File: src/rtl/regif_pkg.sv
package regif_pkg;

  typedef enum logic [1:0] {
    ACC_IDLE,
    ACC_READ,
    ACC_WIDX,
    ACC_WREG
  } acc_e;

  localparam int unsigned SLOT_MODE1     = 0;
  localparam int unsigned SLOT_MODE2     = 1;
  localparam int unsigned SLOT_PAGE_HARD = 16;
  localparam int unsigned SLOT_PAGE_SOFT = 17;

  // Kind of access selected by the held command/data and read/write lines.
  function automatic acc_e decode_access(logic cmd, logic rd);
    if (cmd && !rd)  return ACC_WIDX;
    if (!cmd && rd)  return ACC_READ;
    if (!cmd && !rd) return ACC_WREG;
    return ACC_IDLE;  // command read: undefined, treated as no access
  endfunction

  // Indices that have a register behind them.
  function automatic logic idx_assigned(int unsigned i);
    return !((i >= 13 && i <= 15) || (i >= 25));
  endfunction

  // Indices whose content may be returned on a read.
  function automatic logic idx_readable(int unsigned i);
    return idx_assigned(i) && (i != SLOT_PAGE_HARD) && (i != SLOT_PAGE_SOFT);
  endfunction

  // Storage slot behind an index; the two page names share one slot.
  function automatic int unsigned idx_slot(int unsigned i);
    return (i == SLOT_PAGE_SOFT) ? SLOT_PAGE_HARD : i;
  endfunction

  // Bits that are kept on a write; reserved bits are forced to zero.
  function automatic logic [31:0] keep_mask(int unsigned i, int unsigned dw);
    logic [31:0] all;
    all = (dw >= 32) ? 32'hFFFF_FFFF : ((32'd1 << dw) - 32'd1);
    if (i == SLOT_MODE1) return all >> 1;
    if (i == SLOT_MODE2) return all >> (dw - dw / 2);
    return all;
  endfunction

endpackage

File: src/rtl/regif_strobe.sv
module regif_strobe
  import regif_pkg::*;
(
  input  logic clk,
  input  logic rst_n,
  input  logic cs_n,
  input  logic cmd_sel,
  input  logic rd_wr_n,
  input  logic as_n,
  input  logic ds_n,
  output logic rd_go,
  output logic idx_go,
  output logic wr_go,
  output logic drive,
  output logic rx_on
);

  logic cs_hold, cmd_hold;
  logic cs_eff, cmd_eff;
  logic ds_q, ds_fall;
  acc_e st, st_nx, kind;

  // Selects follow the pins while the address strobe is low, hold otherwise.
  assign cs_eff  = as_n ? cs_hold  : cs_n;
  assign cmd_eff = as_n ? cmd_hold : cmd_sel;

  always_ff @(posedge clk or negedge rst_n) begin
    if (!rst_n) begin
      cs_hold  <= 1'b1;
      cmd_hold <= 1'b0;
      ds_q     <= 1'b1;
      st       <= ACC_IDLE;
    end else begin
      cs_hold  <= cs_eff;
      cmd_hold <= cmd_eff;
      ds_q     <= ds_n;
      st       <= st_nx;
    end
  end

  assign ds_fall = ds_q && !ds_n;
  assign kind    = decode_access(cmd_eff, rd_wr_n);

  always_comb begin
    st_nx = st;
    if (ds_n)                  st_nx = ACC_IDLE;
    else if (ds_fall && !cs_eff) st_nx = kind;
  end

  assign rd_go  = ds_fall && !cs_eff && (kind == ACC_READ);
  assign idx_go = ds_n && (st == ACC_WIDX);
  assign wr_go  = ds_n && (st == ACC_WREG);
  assign drive  = (st == ACC_READ);
  assign rx_on  = (st == ACC_WIDX) || (st == ACC_WREG);

endmodule

File: src/rtl/regif_store.sv
module regif_store
  import regif_pkg::*;
#(
  parameter int DW = 16,
  parameter int IW = 5
) (
  input  logic          clk,
  input  logic          rst_n,
  input  logic          idx_go,
  input  logic          wr_go,
  input  logic          rd_go,
  input  logic [DW-1:0] bus_in,
  output logic [IW-1:0] idx_q,
  output logic [DW-1:0] rd_word,
  output logic [DW-1:0] mode1,
  output logic [DW-1:0] mode2,
  output logic [DW-1:0] page_ptr,
  output logic          page_soft
);

  localparam int NREG = 1 << IW;

  logic [DW-1:0] cells [NREG];
  logic [IW-1:0] wr_slot;
  logic          wr_ok;
  logic          rd_ok;
  logic          page_hit;

  assign wr_slot  = IW'(idx_slot(int'(idx_q)));
  assign wr_ok    = idx_assigned(int'(idx_q));
  assign rd_ok    = idx_readable(int'(idx_q));
  assign page_hit = (int'(idx_q) == SLOT_PAGE_HARD) || (int'(idx_q) == SLOT_PAGE_SOFT);

  for (genvar g = 0; g < NREG; g++) begin : g_cell
    localparam logic [DW-1:0] KEEP = DW'(keep_mask(g, DW));
    logic [DW-1:0] val;
    always_ff @(posedge clk or negedge rst_n) begin
      if (!rst_n)                                   val <= '0;
      else if (wr_go && wr_ok && wr_slot == IW'(g)) val <= bus_in & KEEP;
    end
    assign cells[g] = val;
  end

  always_ff @(posedge clk or negedge rst_n) begin
    if (!rst_n) begin
      idx_q     <= '0;
      rd_word   <= '0;
      page_soft <= 1'b0;
    end else begin
      if (idx_go)            idx_q     <= bus_in[IW-1:0];
      if (rd_go)             rd_word   <= rd_ok ? cells[idx_q] : '0;
      if (wr_go && page_hit) page_soft <= (int'(idx_q) == SLOT_PAGE_SOFT);
    end
  end

  assign mode1    = cells[SLOT_MODE1];
  assign mode2    = cells[SLOT_MODE2];
  assign page_ptr = cells[SLOT_PAGE_HARD];

endmodule

File: src/rtl/idx_regif.sv
module idx_regif #(
  parameter int DW = 16,
  parameter int IW = 5
) (
  input  logic          clk,
  input  logic          rst_n,
  input  logic          cs_n,
  input  logic          cmd_sel,
  input  logic          rd_wr_n,
  input  logic          as_n,
  input  logic          ds_n,
  input  logic [DW-1:0] bus_in,
  output logic [DW-1:0] bus_out,
  output logic          bus_oe,
  output logic          txen_n,
  output logic          rxen_n,
  output logic [DW-1:0] mode1,
  output logic [DW-1:0] mode2,
  output logic [DW-1:0] page_ptr,
  output logic          page_soft
);

  logic          rd_go, idx_go, wr_go, drive, rx_on;
  logic [IW-1:0] idx_q;
  logic [DW-1:0] rd_word;

  regif_strobe u_strobe (
    .clk     (clk),
    .rst_n   (rst_n),
    .cs_n    (cs_n),
    .cmd_sel (cmd_sel),
    .rd_wr_n (rd_wr_n),
    .as_n    (as_n),
    .ds_n    (ds_n),
    .rd_go   (rd_go),
    .idx_go  (idx_go),
    .wr_go   (wr_go),
    .drive   (drive),
    .rx_on   (rx_on)
  );

  regif_store #(.DW(DW), .IW(IW)) u_store (
    .clk       (clk),
    .rst_n     (rst_n),
    .idx_go    (idx_go),
    .wr_go     (wr_go),
    .rd_go     (rd_go),
    .bus_in    (bus_in),
    .idx_q     (idx_q),
    .rd_word   (rd_word),
    .mode1     (mode1),
    .mode2     (mode2),
    .page_ptr  (page_ptr),
    .page_soft (page_soft)
  );

  assign bus_oe  = drive;
  assign bus_out = drive ? rd_word : '0;
  assign txen_n  = !drive;
  assign rxen_n  = !rx_on;

endmodule

File: config.mk
export PLATFORM = sky130hd
export DESIGN_NAME = idx_regif
export DESIGN_NICKNAME = d
export VERILOG_FILES = /design/src/rtl/regif_pkg.sv /design/src/rtl/regif_strobe.sv /design/src/rtl/regif_store.sv /design/src/rtl/idx_regif.sv
export SDC_FILE = /design/constraint.sdc
export NUM_CORES = 1
export LEC_CHECK = 0
export ABC_AREA = 1
export BUFFER_PORTS_ARGS = -buffer_cell sky130_fd_sc_hd__buf_4
export CORE_UTILIZATION = 30
export DETAILED_ROUTE_END_ITERATION = 6
export GPL_TIMING_DRIVEN = 0
export MAX_ROUTING_LAYER = met4
export PLACE_DENSITY = 0.56
export SYNTH_ARGS = -nofsm -noshare
export SYNTH_HDL_FRONTEND = slang
export SYNTH_SLANG_ARGS = --single-unit
File: constraint.sdc
create_clock -name clk -period 2.5 [get_ports clk]
set_input_delay 0.125 -clock clk [delete_from_list [all_inputs] [get_ports clk]]
set_output_delay 0.125 -clock clk [all_outputs]
set_load 0.005 [all_outputs]
== After elaboration in Yosys (flattened, before gate mapping) ==
Cells that the tools add are included.
W data, S select, Z words.

* Output and inout bits: 68
* Register bits: 530
* Memory bits (writable): 0
* Bits in read-only memories: 0
* Logic and storage cells: 162
* Latch bits: 0
* Input bits: 23
* Memories kept: 0

* Div/mod/pow operators: 0
* Bitwise gates (word level): 1
* Mux-type cells: 22
* Multiply operators: 0
* Reduce and logical (&&, ||, !) cells: 57
* Shifts and indexed selects: 0
* Add/subtract/negate cells: 0
* $lt $le $gt $ge: 4
* Eq/ne operators: 39

{| class="wikitable"
|+ Operators by type and width
! kind !! count
|-
| $eq A5 B5 Y1 const B || 18
|-
| $bmux W16 S5 || 1
|-
| $mux W16 || 4
|-
| $logic_and A1 B1 Y1 || 45
|-
| $eq A5 B4 Y1 const B || 8
|-
| $eq A5 B3 Y1 const B || 4
|-
| $mux W2 || 8
|-
| $eq A5 B2 Y1 const B || 2
|-
| $ne A5 B5 Y1 const B || 2
|-
| $mux W1 || 8
|-
| $logic_not A1 Y1 || 7
|-
| $ge A6 B6 Y1 const B || 1
|-
| $not A5 Y6 || 1
|-
| $eq A5 B1 Y1 const B || 1
|-
| $ge A5 B4 Y1 const B || 1
|-
| $ge A5 B5 Y1 const B || 1
|-
| $le A5 B4 Y1 const B || 1
|-
| $logic_not A5 Y1 || 1
|-
| $mux W5 || 1
|-
| $eq A2 B1 Y1 const B || 2
|-
| $eq A2 B2 Y1 const B || 2
|-
| $logic_or A1 B1 Y1 || 3
|-
| $reduce_bool A2 Y1 || 1
|}

== Logic depth before layout (Yosys ltp) ==
Gate-level depths: netlist of the first run.

* Word-level depth: 12
* Gate-level depth with buffers: 14
* Gate-level depth less buffers: 12

== Hierarchy ==
Synthesis of the first run repeated with hierarchy kept, for this count alone.

* Cell total of the unflattened synthesis: 3,286
* Area total of the unflattened synthesis: 24,573.6 um2

{| class="wikitable"
|+ By module, submodules not included
! module !! sequential area each (um2) !! times used !! area each (um2) !! cells each
|-
| regif_store || 13,137.6 || 1 || 24,141.9 || 3,214
|-
| regif_strobe || 127.6 || 1 || 275.3 || 36
|-
| idx_regif || 0.0 || 1 || 156.4 || 36
|}

== Least setup slack after synthesis of the first run ==
Ideal clock, no wire load.

* Kind: register to register
* From: reg u_store.idx_q[0]
* To: reg u_store.g_cell[11].val[11]
* Setup time: 0.132 ns
* Setup slack: 0.877 ns
* Path buffers: 3
* Cell stages (with the launch flop): 12
* Data required time: 2.368 ns
* Data arrival time: 1.491 ns
* Clock period less this slack: 1.623 ns
* Path through: dfrtp_1 -> buf_4 -> nor2_4 -> nand2_1 -> o211ai_2 -> nand2_4 -> nor2_4 -> buf_6 -> nand3_2 -> buf_2 -> nand2_1 -> o21ai_1

* Cells in the longest elaborated chain, start to end: 6
* Elaborated cells on any way between the ends: 11
* Classes of those cells: 3 x order compare; 2 x eq/ne; 1 x mux; 5 x reduce/logical

{| class="wikitable"
|+ RTL lines
! element !! line !! text
|-
| from (decl) || regif_store.sv:13 || <nowiki>output logic [IW-1:0] idx_q,</nowiki>
|-
| from (signal assigned) || regif_store.sv:50 || <nowiki>if (idx_go) idx_q <= bus_in[IW-1:0];</nowiki>
|-
| $ge A5 B4 Y1 or $le A5 B4 Y1 (tied branches) || regif_pkg.sv:25 || <nowiki>return !((i >= 13 && i <= 15) || (i >= 25));</nowiki>
|-
| $logic_and A1 B1 Y1 || regif_pkg.sv:25 ||
|-
| $logic_or A1 B1 Y1 || regif_pkg.sv:25 ||
|-
| $logic_not A1 Y1 || regif_pkg.sv:25 ||
|-
| $logic_and A1 B1 Y1 || regif_store.sv:39 || <nowiki>else if (wr_go && wr_ok && wr_slot == IW'(g)) val <= bus_in & KEEP;</nowiki>
|-
| $logic_and A1 B1 Y1 (*) || regif_store.sv:39 ||
|-
| to (signal assigned) || regif_store.sv:39 ||
|-
| to (decl) || regif_store.sv:36 || <nowiki>logic [DW-1:0] val;</nowiki>
|}

Every way passes the cells marked *; elsewhere a longest branch is shown, timed or not.
A chain may end at the register's enable or synchronous reset.

== Worst setup path in the final report of the first run ==
* From: reg u_store.idx_q[0]
* To: reg u_store.rd_word[4]

* Cells in the longest elaborated chain, start to end: 7
* Elaborated cells on any way between the ends: 15
* Classes of those cells: 3 x order compare; 2 x eq/ne; 4 x mux; 1 x bitwise; 5 x reduce/logical

{| class="wikitable"
|+ RTL lines
! element !! line !! text
|-
| $ge A5 B4 Y1 or $le A5 B4 Y1 (tied branches) || regif_pkg.sv:25 ||
|-
| $logic_and A1 B1 Y1 || regif_pkg.sv:25 ||
|-
| $logic_or A1 B1 Y1 || regif_pkg.sv:25 ||
|-
| $logic_not A1 Y1 || regif_pkg.sv:25 ||
|-
| $logic_and A1 B1 Y1 (2 in series) || regif_pkg.sv:30 || <nowiki>return idx_assigned(i) && (i != SLOT_PAGE_HARD) && (i != SLOT_PAGE_SOFT);</nowiki>
|-
| $mux W16 (*) || regif_store.sv:51 || <nowiki>if (rd_go) rd_word <= rd_ok ? cells[idx_q] : '0;</nowiki>
|-
| to (signal assigned) || regif_store.sv:51 ||
|-
| to (decl) || regif_store.sv:14 || <nowiki>output logic [DW-1:0] rd_word,</nowiki>
|}

Every way passes the cells marked *; elsewhere a longest branch is shown, timed or not. The select of a mux whose other input is x is not followed.

==> results of run 1 <==
-- logic make-up (layout without fill, tap and decap cells) --
family	after synthesis	count (layout)	share of synthesized area, %
buf+inv	652	860	11.0
other cells	1	11	0.0159
simple gates	1412	1412	24.4
compound gates	395	395	8.41
flops	530	530	56.1
-- registers in the layout, summed over array words and instances, names as in the netlist --
signal and cells:
u_strobe.cs_hold 1, u_strobe.cmd_hold 1, u_store.mode1 15, u_store.page_ptr 16, u_store.page_soft 1, u_store.rd_word 16
u_strobe.st 2, u_store.idx_q 5, u_store.g_cell.val 464, u_store.mode2 8, u_strobe.ds_q 1
-- cell usage after synthesis, drive strengths merged --
cell type  instances  area, um2
nor2              53        243
nand4              1       6.26
nand2           1110       4180
o211ai             1       12.5
o21ai            372       1860
buf               99        531
o22ai              2       12.5
nand3            241       1260
clkinv             1       3.75
nor3b              1       18.8
or2                2       12.5
conb               1       3.75
dfrtp            528      13200
inv              283       1060
a21oi             19       95.1
a31oi              1       6.26
nor3               4       47.5
dfstp              2       52.6
clkbuf           269       1010
-- per-stage QoR --
| step | power [W] | worst slack, ps | utilization (%) | instance area, um2 | hold slack (ps) |
|---|---|---|---|---|---|
| 2_1_floorplan | 0.0130 | 877 | - | 23700 | -171 |
| 3_3_place_gp | 0.0164 | -4610 | 32.9 | 25600 | 262 |
| 3_5_place_dp | 0.0164 | -298 | 33.1 | 25700 | 145 |
| 4_1_cts | 0.0247 | 0.731 | 35.7 | 27700 | 77.5 |
| 5_1_grt | 0.0258 | 8.40 | 35.7 | 27800 | 120 |
| 6_report | 0.0248 | -4.58 | 35.8 | 27800 | 69.5 |
-- per-layer routing --
metal | wire length [um] | up-vias | global-route usage [%]
met4 | 3270 | 0 | 8.34
met3 | 7590 | 164 | 4.01
li1 | - | 9449 | -
met2 | 39300 | 840 | 34.8
met5 | 0 | - | -
met1 | 37700 | 9884 | 30.7
-- critical path, cell delays in order (launching register included) --
cell and delay (ps):
dfrtp_1 360, buf_4 190, inv_2 130, buf_4 270, buf_2 320, nand2_1 100
nand3_1 80, nand2_1 120, nand2_1 80, nand2_1 110, o21ai_0 350, nand3_1 200
nand2_1 90
-- power by group --
part | leakage [nW] | internal, W | switching (W)
clock network | 0.890 | 0.00465 | 0.00362
logic | 4.86 | 0.00190 | 0.00536
registers | 7.28 | 0.00898 | 0.000275
total | 13.0 | 0.0155 | 0.00925
-- worst paths after layout --
check,from,end,slack [ps],cells past startpoint
setup / recovery,u_store.idx_q[0],u_store.rd_word[4],-5,12
hold / removal,rst_n,u_store.g_cell[28].val[2],70,2
setup reg to reg,u_store.idx_q[0],u_store.rd_word[4],-5,12
hold reg to reg,u_store.g_cell[28].val[10],u_store.g_cell[28].val[10],450,1
max in group asynchronous,rst_n,u_store.g_cell[18].val[14],970,4
min in group clk,ds_n,u_strobe.ds_q,170,2
-- what timing repair did --
item	CTS	global route
pin swaps	0	1
cloned	0	0
gates resized for setup	26	25
hold buffers	20	0
buffers inserted	0	1
endpoints found under the hold margin	98	0
setup endpoints to repair	16	15
-- final cells by class --
| type | count | area, um2 |
|---|---|---|
| well taps | 1040 | 1300 |
| clock inverters | 20 | 138 |
| plain buffers | 368 | 1600 |
| repair buffers | 107 | 973 |
| flip-flops and latches | 530 | 13300 |
| diodes | 2 | 5.00 |
| multi-input cells | 1816 | 7800 |
| clock buffers | 81 | 1650 |
| fillers | 8242 | 49900 |
| inverters | 284 | 1070 |
==> key figures, run 1 <==
Worst setup path
  • Crit path capture type: flip-flop
  • Worst EP arrival: 3060 ps
  • Crit start category: flip-flop
  • CP Max Fanout: 10
  • Crit path required time: 3060 ps
  • WS Path Type: reg2reg

STA
  • Slew @ Worst Pin: 1280 ps
  • Setup tns final: -4.58 ps
  • Endpoints failing hold: 0
  • Tcrit/Tclk final: 100%
  • Max Freq: 399 MHz
  • Final setup fails: 1
  • Clock skew: 36.3 ps
  • Final setup margin: -4.58 ps
  • Relative slew slack: 14.7%
  • Max Transition Viols Final: 0
  • RSZ-0062 raised after global routing: no
  • Tmin final: 2500 ps

Job
  • Max Cap Viol: 0

Detailed routing
  • Via density: 4.79
  • Residual DRC count: 0
  • Routed Antenna Nets: 0
  • DR pass1 iterations: 5
  • Iteration-0 DRC Markers: 2332
  • WL final: 87.9 mm
  • Routed length per instance: 20.7 um
  • Via Count: 20337

Floorplan
  • Top-Level Pins: 91
  • Die span in y: 283 um
  • Core area: 77700 um2
  • Row count: 102
  • Starting density of the core: 30.4%
  • Width of the die: 283 um
  • Die Area: 79900 um2

Finish
  • Share of cells above drive strength 1: 10.1%
  • Area grow syn2layout: 17.6%
  • Most frequent cells in the layout: 1106 x nand2_1, 528 x dfrtp_1, 278 x inv_1, 261 x clkbuf_1, 230 x nand3_1
  • Layout Nets: 3186
  • Fin cells: 4248
  • Commonest non-fill, non-tap cell in the layout: nand2_1

Run status
  • Failing checks: negative setup slack
  • Outcome: finished, violations left

Synthesis
  • Mapped Cells: 2990
  • Synth Register Bits: 530
  • Ys Warns: 0
  • Average cell area after synthesis: 7.90 um2
  • Mapped cell area: 23600 um2
  • Sequential area share after synthesis: 56.1%
  • Synth cell types: 32

Clock network
  • Clk slew on worst S/H paths: 70 ps
  • Clock net sink count: 530
  • CTS Buf Count: 56
  • CTS tree: done
  • Clock Path Buffers: 3
  • Skew-Pair Late Insertion Delay: 640 ps
  • Root Driver: clkbuf_16
  • H-tree depth: 2

Hold path
  • Hold WC Path Type: in2async

Placed design
  • Placed cells: 4124
  • Post-detail-place hpwl: 61.8 mm
  • Number of port buffers: 81
  • Final GP Congestion: 0.991

Global route
  • Largest net degree at the start of global routing: 106
  • Initial antenna violation count: 6
  • First-pass GRT wire length: 129 mm
  • All-Layer GR Usage: 23.0%
  • Gr ovfl total: 0
  • Vias in the first global route: 19001

Power
  • VDD IR max: 0.000536 V
  • Cell Pwr Density: 892 nW/um2
  • Leak: 13.0 nW
(Power assumes the default switching activity.)
==> inputs of run 2 (changes only) <==
Settings changed: ABC_AREA 1 to not set, CELL_PAD_IN_SITES_DETAIL_PLACEMENT set to 2, CELL_PAD_IN_SITES_GLOBAL_PLACEMENT set to 2, CTS_BUF_LIST set to sky130_fd_sc_hd__clkbuf_16, PLACE_DENSITY 0.56 to 0.67.
==> run 2 against run 1 <==
Compared with the run above: the flow now finishes without violations; hold slack got worse by 28 ps; critical path type unchanged; highest routed layer unchanged; final cell count decreased by 38%; non-clock buffer count decreased by 103.
==> key figures, run 2 <==
Synthesis
  • Average cell area after synthesis: 15.0 um2 (+90%)
  • Ys Warns: 0 (unchanged)
  • Count leader, synth: dfrtp_1
  • Synth top area share: 57.7% (+1.8 points)
  • Sequential area share after synthesis: 57.9% (+1.8 points)
  • Mapped cell area: 21900 um2 (-7.5%)
  • Synth area leader: dfrtp_1
  • Top_reg_cell synth: dfrtp_1
  • Largest cells by area after synthesis: dfrtp_1 58%, mux2_2 17%, mux4_2 13%
  • Ys async rst share: 100% (unchanged)
  • Most common library cells after synthesis: 504 x dfrtp_1, 339 x mux2_2, 187 x clkbuf_1
  • Mapped Cells: 1457 (-51%)
  • Synth cell types: 49 (+53%)
  • Synth Register Bits: 506 (-4.5%)
  • EDFF count, synth: 0 (unchanged)

STA
  • Max Freq: 409 MHz (+2.3%)
  • Max Transition Viols Final: 0 (unchanged)
  • Final setup margin: 52.7 ps (+57.3 ps)
  • Tmin final: 2450 ps (-57.3 ps)
  • Slew @ Worst Pin: 791 ps (-488 ps)
  • Relative slew slack: 47.3% (+33 points)
  • Final setup fails: 0 (-1)
  • Hold WS: 41.8 ps (-27.7 ps)
  • Clock skew: 31.0 ps (-5.25 ps)
  • Endpoints failing hold: 0 (unchanged)
  • Tcrit/Tclk final: 97.9% (-2.3 points)

Power
  • Leak: 12.5 nW (-4.1%)
  • Cell Pwr Density: 806 nW/um2 (-9.6%)
  • Flop pwr share: 39.8% (+2.5 points)
  • Sw Ratio: 28.3% (-9.0 points)
  • Switch Pwr: 0.00601 W (-35%)
  • VDD IR max: 0.000548 V (+2.2%)
  • Comb pwr share: 16.8% (-12 points)
  • Design internal power: 0.0152 W (-2.0%)
  • Clock power share: 43.4% (+10 points)

Finish
  • Fin area: 26300 um2 (-5.3%)
  • Number of flip-flops in the largest register: 440 (-5.2%)
  • Area grow syn2layout: 20.4%
  • Finished Core Util: 36.6% (+0.89 points)
  • Share of cells above drive strength 1: 44.7% (+35 points)
  • Multi-input gate area: 8130 um2 (+4.2%)
  • Top reg by flops: u_store.g_cell.val
  • FILL cells: 7147 (-13%)
  • Register Area: 12700 um2 (-4.5%)
  • Commonest non-fill, non-tap cell in the layout: dfrtp_1
  • Ant diodes: 0 (-2)
  • Layout Nets: 1647 (-48%)
  • Most frequent cells in the layout: 504 x dfrtp_1, 339 x mux2_2, 175 x clkbuf_1, 122 x mux4_2, 109 x buf_4

Global route
  • Largest net degree at the start of global routing: 127 (+20%)
  • Vias in the first global route: 14987 (-21%)
  • First-pass GRT wire length: 106 mm (-18%)
  • Gr ovfl total: 0 (unchanged)
  • All-Layer GR Usage: 20.3% (-2.7 points)
  • Initial antenna violation count: 0 (-6)

Worst setup path
  • WS Path Type: reg2reg
  • Slowest stage cell, crit path: dfrtp_1
  • Crit-path cells: and3_2 -> and3_1 -> buf_2 -> nand2_1 -> buf_4 -> mux2_2
  • Buf/Inv on CP: 2 (-2)
  • CP Max Fanout: 10 (unchanged)
  • Worst EP arrival: 2950 ps (-110 ps)
  • Crit path capture type: flip-flop
  • Crit path required time: 3000 ps (-60 ps)
  • Delay-heaviest family, CP: simple AND/OR/NAND/NOR gates
  • CP max stage delay: 440 ps (+80 ps)
  • Crit start category: flip-flop

Placed design
  • Placed cell areas: 23800 um2 (-7.7%)
  • Post-detail-place hpwl: 46.5 mm (-25%)
  • Placement Setup Slack: -729 ps (-432 ps)
  • Number of port buffers: 73 (-9.9%)
  • Final GP Congestion: 0.820 (-17%)

Clock network
  • Clock net sink count: 506 (-4.5%)
  • Clk slew on worst S/H paths: 70 ps (about the same)
  • Clock Path Buffers: 3 (unchanged)
  • Root Driver: clkbuf_16
  • Skew-Pair Late Insertion Delay: 630 ps (about the same)
  • CTS tree: done
  • H-tree depth: 2 (unchanged)
  • CTS Buf Count: 56 (unchanged)

Floorplan
  • Die span in y: 272 um (-3.8%)
  • Die Area: 74000 um2 (-7.4%)
  • Row count: 98 (-3.9%)
  • Width of the die: 272 um (-3.8%)
  • Core area: 71900 um2 (-7.6%)
  • Top-Level Pins: 91 (unchanged)
  • Starting density of the core: 30.4% (about the same)

Detailed routing
  • Residual DRC count: 0 (unchanged)
  • WL final: 71.4 mm (-19%)
  • DR pass1 iterations: 5 (unchanged)
  • Via Count: 13078 (-36%)
  • Via density: 4.99 (+4.2%)
  • Iteration-0 DRC Markers: 694 (-70%)
  • Routed length per instance: 27.2 um (+32%)
  • Routed Antenna Nets: 0 (unchanged)

Hold path
  • Hold WC Path Type: in2async

Job
  • Max Cap Viol: 0 (unchanged)

Run status
  • Outcome: complete, no violations
## run 2: changes by cell type in the layout (fill, tap and decap cells not counted), sizes merged, moves of 31 or more
cell,change
o21ai,-365
clkbuf,-109
inv,-270
nand2,-1077
nor2,-31
mux2i,+33
mux4,+122
mux2,+346
nand3,-237
## run 2: what timing repair did
item,CTS,global route
gates resized for setup,72,34
setup endpoints to repair,254,108
pin swaps,3,4
setup buffers,4,6
endpoints found under the hold margin,78,0
hold buffers,17,0
## run 2: layout make-up
cell class	count	area share (%)
Buffer	268	5.20
Tap cell	950	4.51
Inverter	5	0.0713
Timing Repair Buffer	104	3.46
Sequential cell	506	48.1
Clock inverter	48	2.36
Multi-Input combinational cell	683	30.9
Clock buffer	57	5.42
## run 2: worst paths after layout
| check | start | to | slack (ps) | cells after the start |
|---|---|---|---|---|
| max | u_strobe.st[1] | u_store.g_cell[7].val[5] | 50 | 6 |
| min reg2reg | u_store.g_cell[25].val[12] | u_store.g_cell[25].val[12] | 450 | 1 |
| min | rst_n | u_store.g_cell[29].val[0] | 40 | 2 |
| min in group clk | bus_in[11] | u_store.mode1[11] | 110 | 2 |
| max in group asynchronous | rst_n | u_store.g_cell[18].val[14] | 860 | 4 |
| max reg2reg | u_strobe.st[1] | u_store.g_cell[7].val[5] | 50 | 6 |
## run 2: cells by family (layout without fill, tap and decap cells)
family	after synthesis	count (layout)	synth area share (%)
DFF	506	506	57.9
other	1	9	0.0171
AOI/OAI and AO/OA	53	53	1.74
muxes	501	501	31.9
buffers and inverters	276	482	5.57
and+or+nand+nor	120	120	2.86
## run 2: power groups by stage
stage / Sequential [W] / Clock [W] / Combinational, W
floorplan: 0.00856 / 0 / 0.00193
global placement: 0.00859 / 0 / 0.00331
detailed placement: 0.00860 / 0 / 0.00340
CTS: 0.00845 / 0.00942 / 0.00353
global route: 0.00847 / 0.00968 / 0.00377
finish: 0.00846 / 0.00921 / 0.00356
## run 2: metal layers
layer  global-route usage, %  routed length [um]  up-vias
li1                        -                   -     5434
met1                    26.0               31000     7249
met2                    32.7               34800      264
met3                    3.21                2910      131
met4                    6.80                2640        0
met5                       -                   0        -
## run 2: per-stage QoR
step                std cells  power (W)  setup TNS, ps
global placement         2488     0.0119       -2068240
floorplan                1465     0.0105              0
finish                   2621     0.0212              0
detailed placement       2492     0.0120         -63660
CTS                      2616     0.0214          -1700
global route             2621     0.0219          -12.4
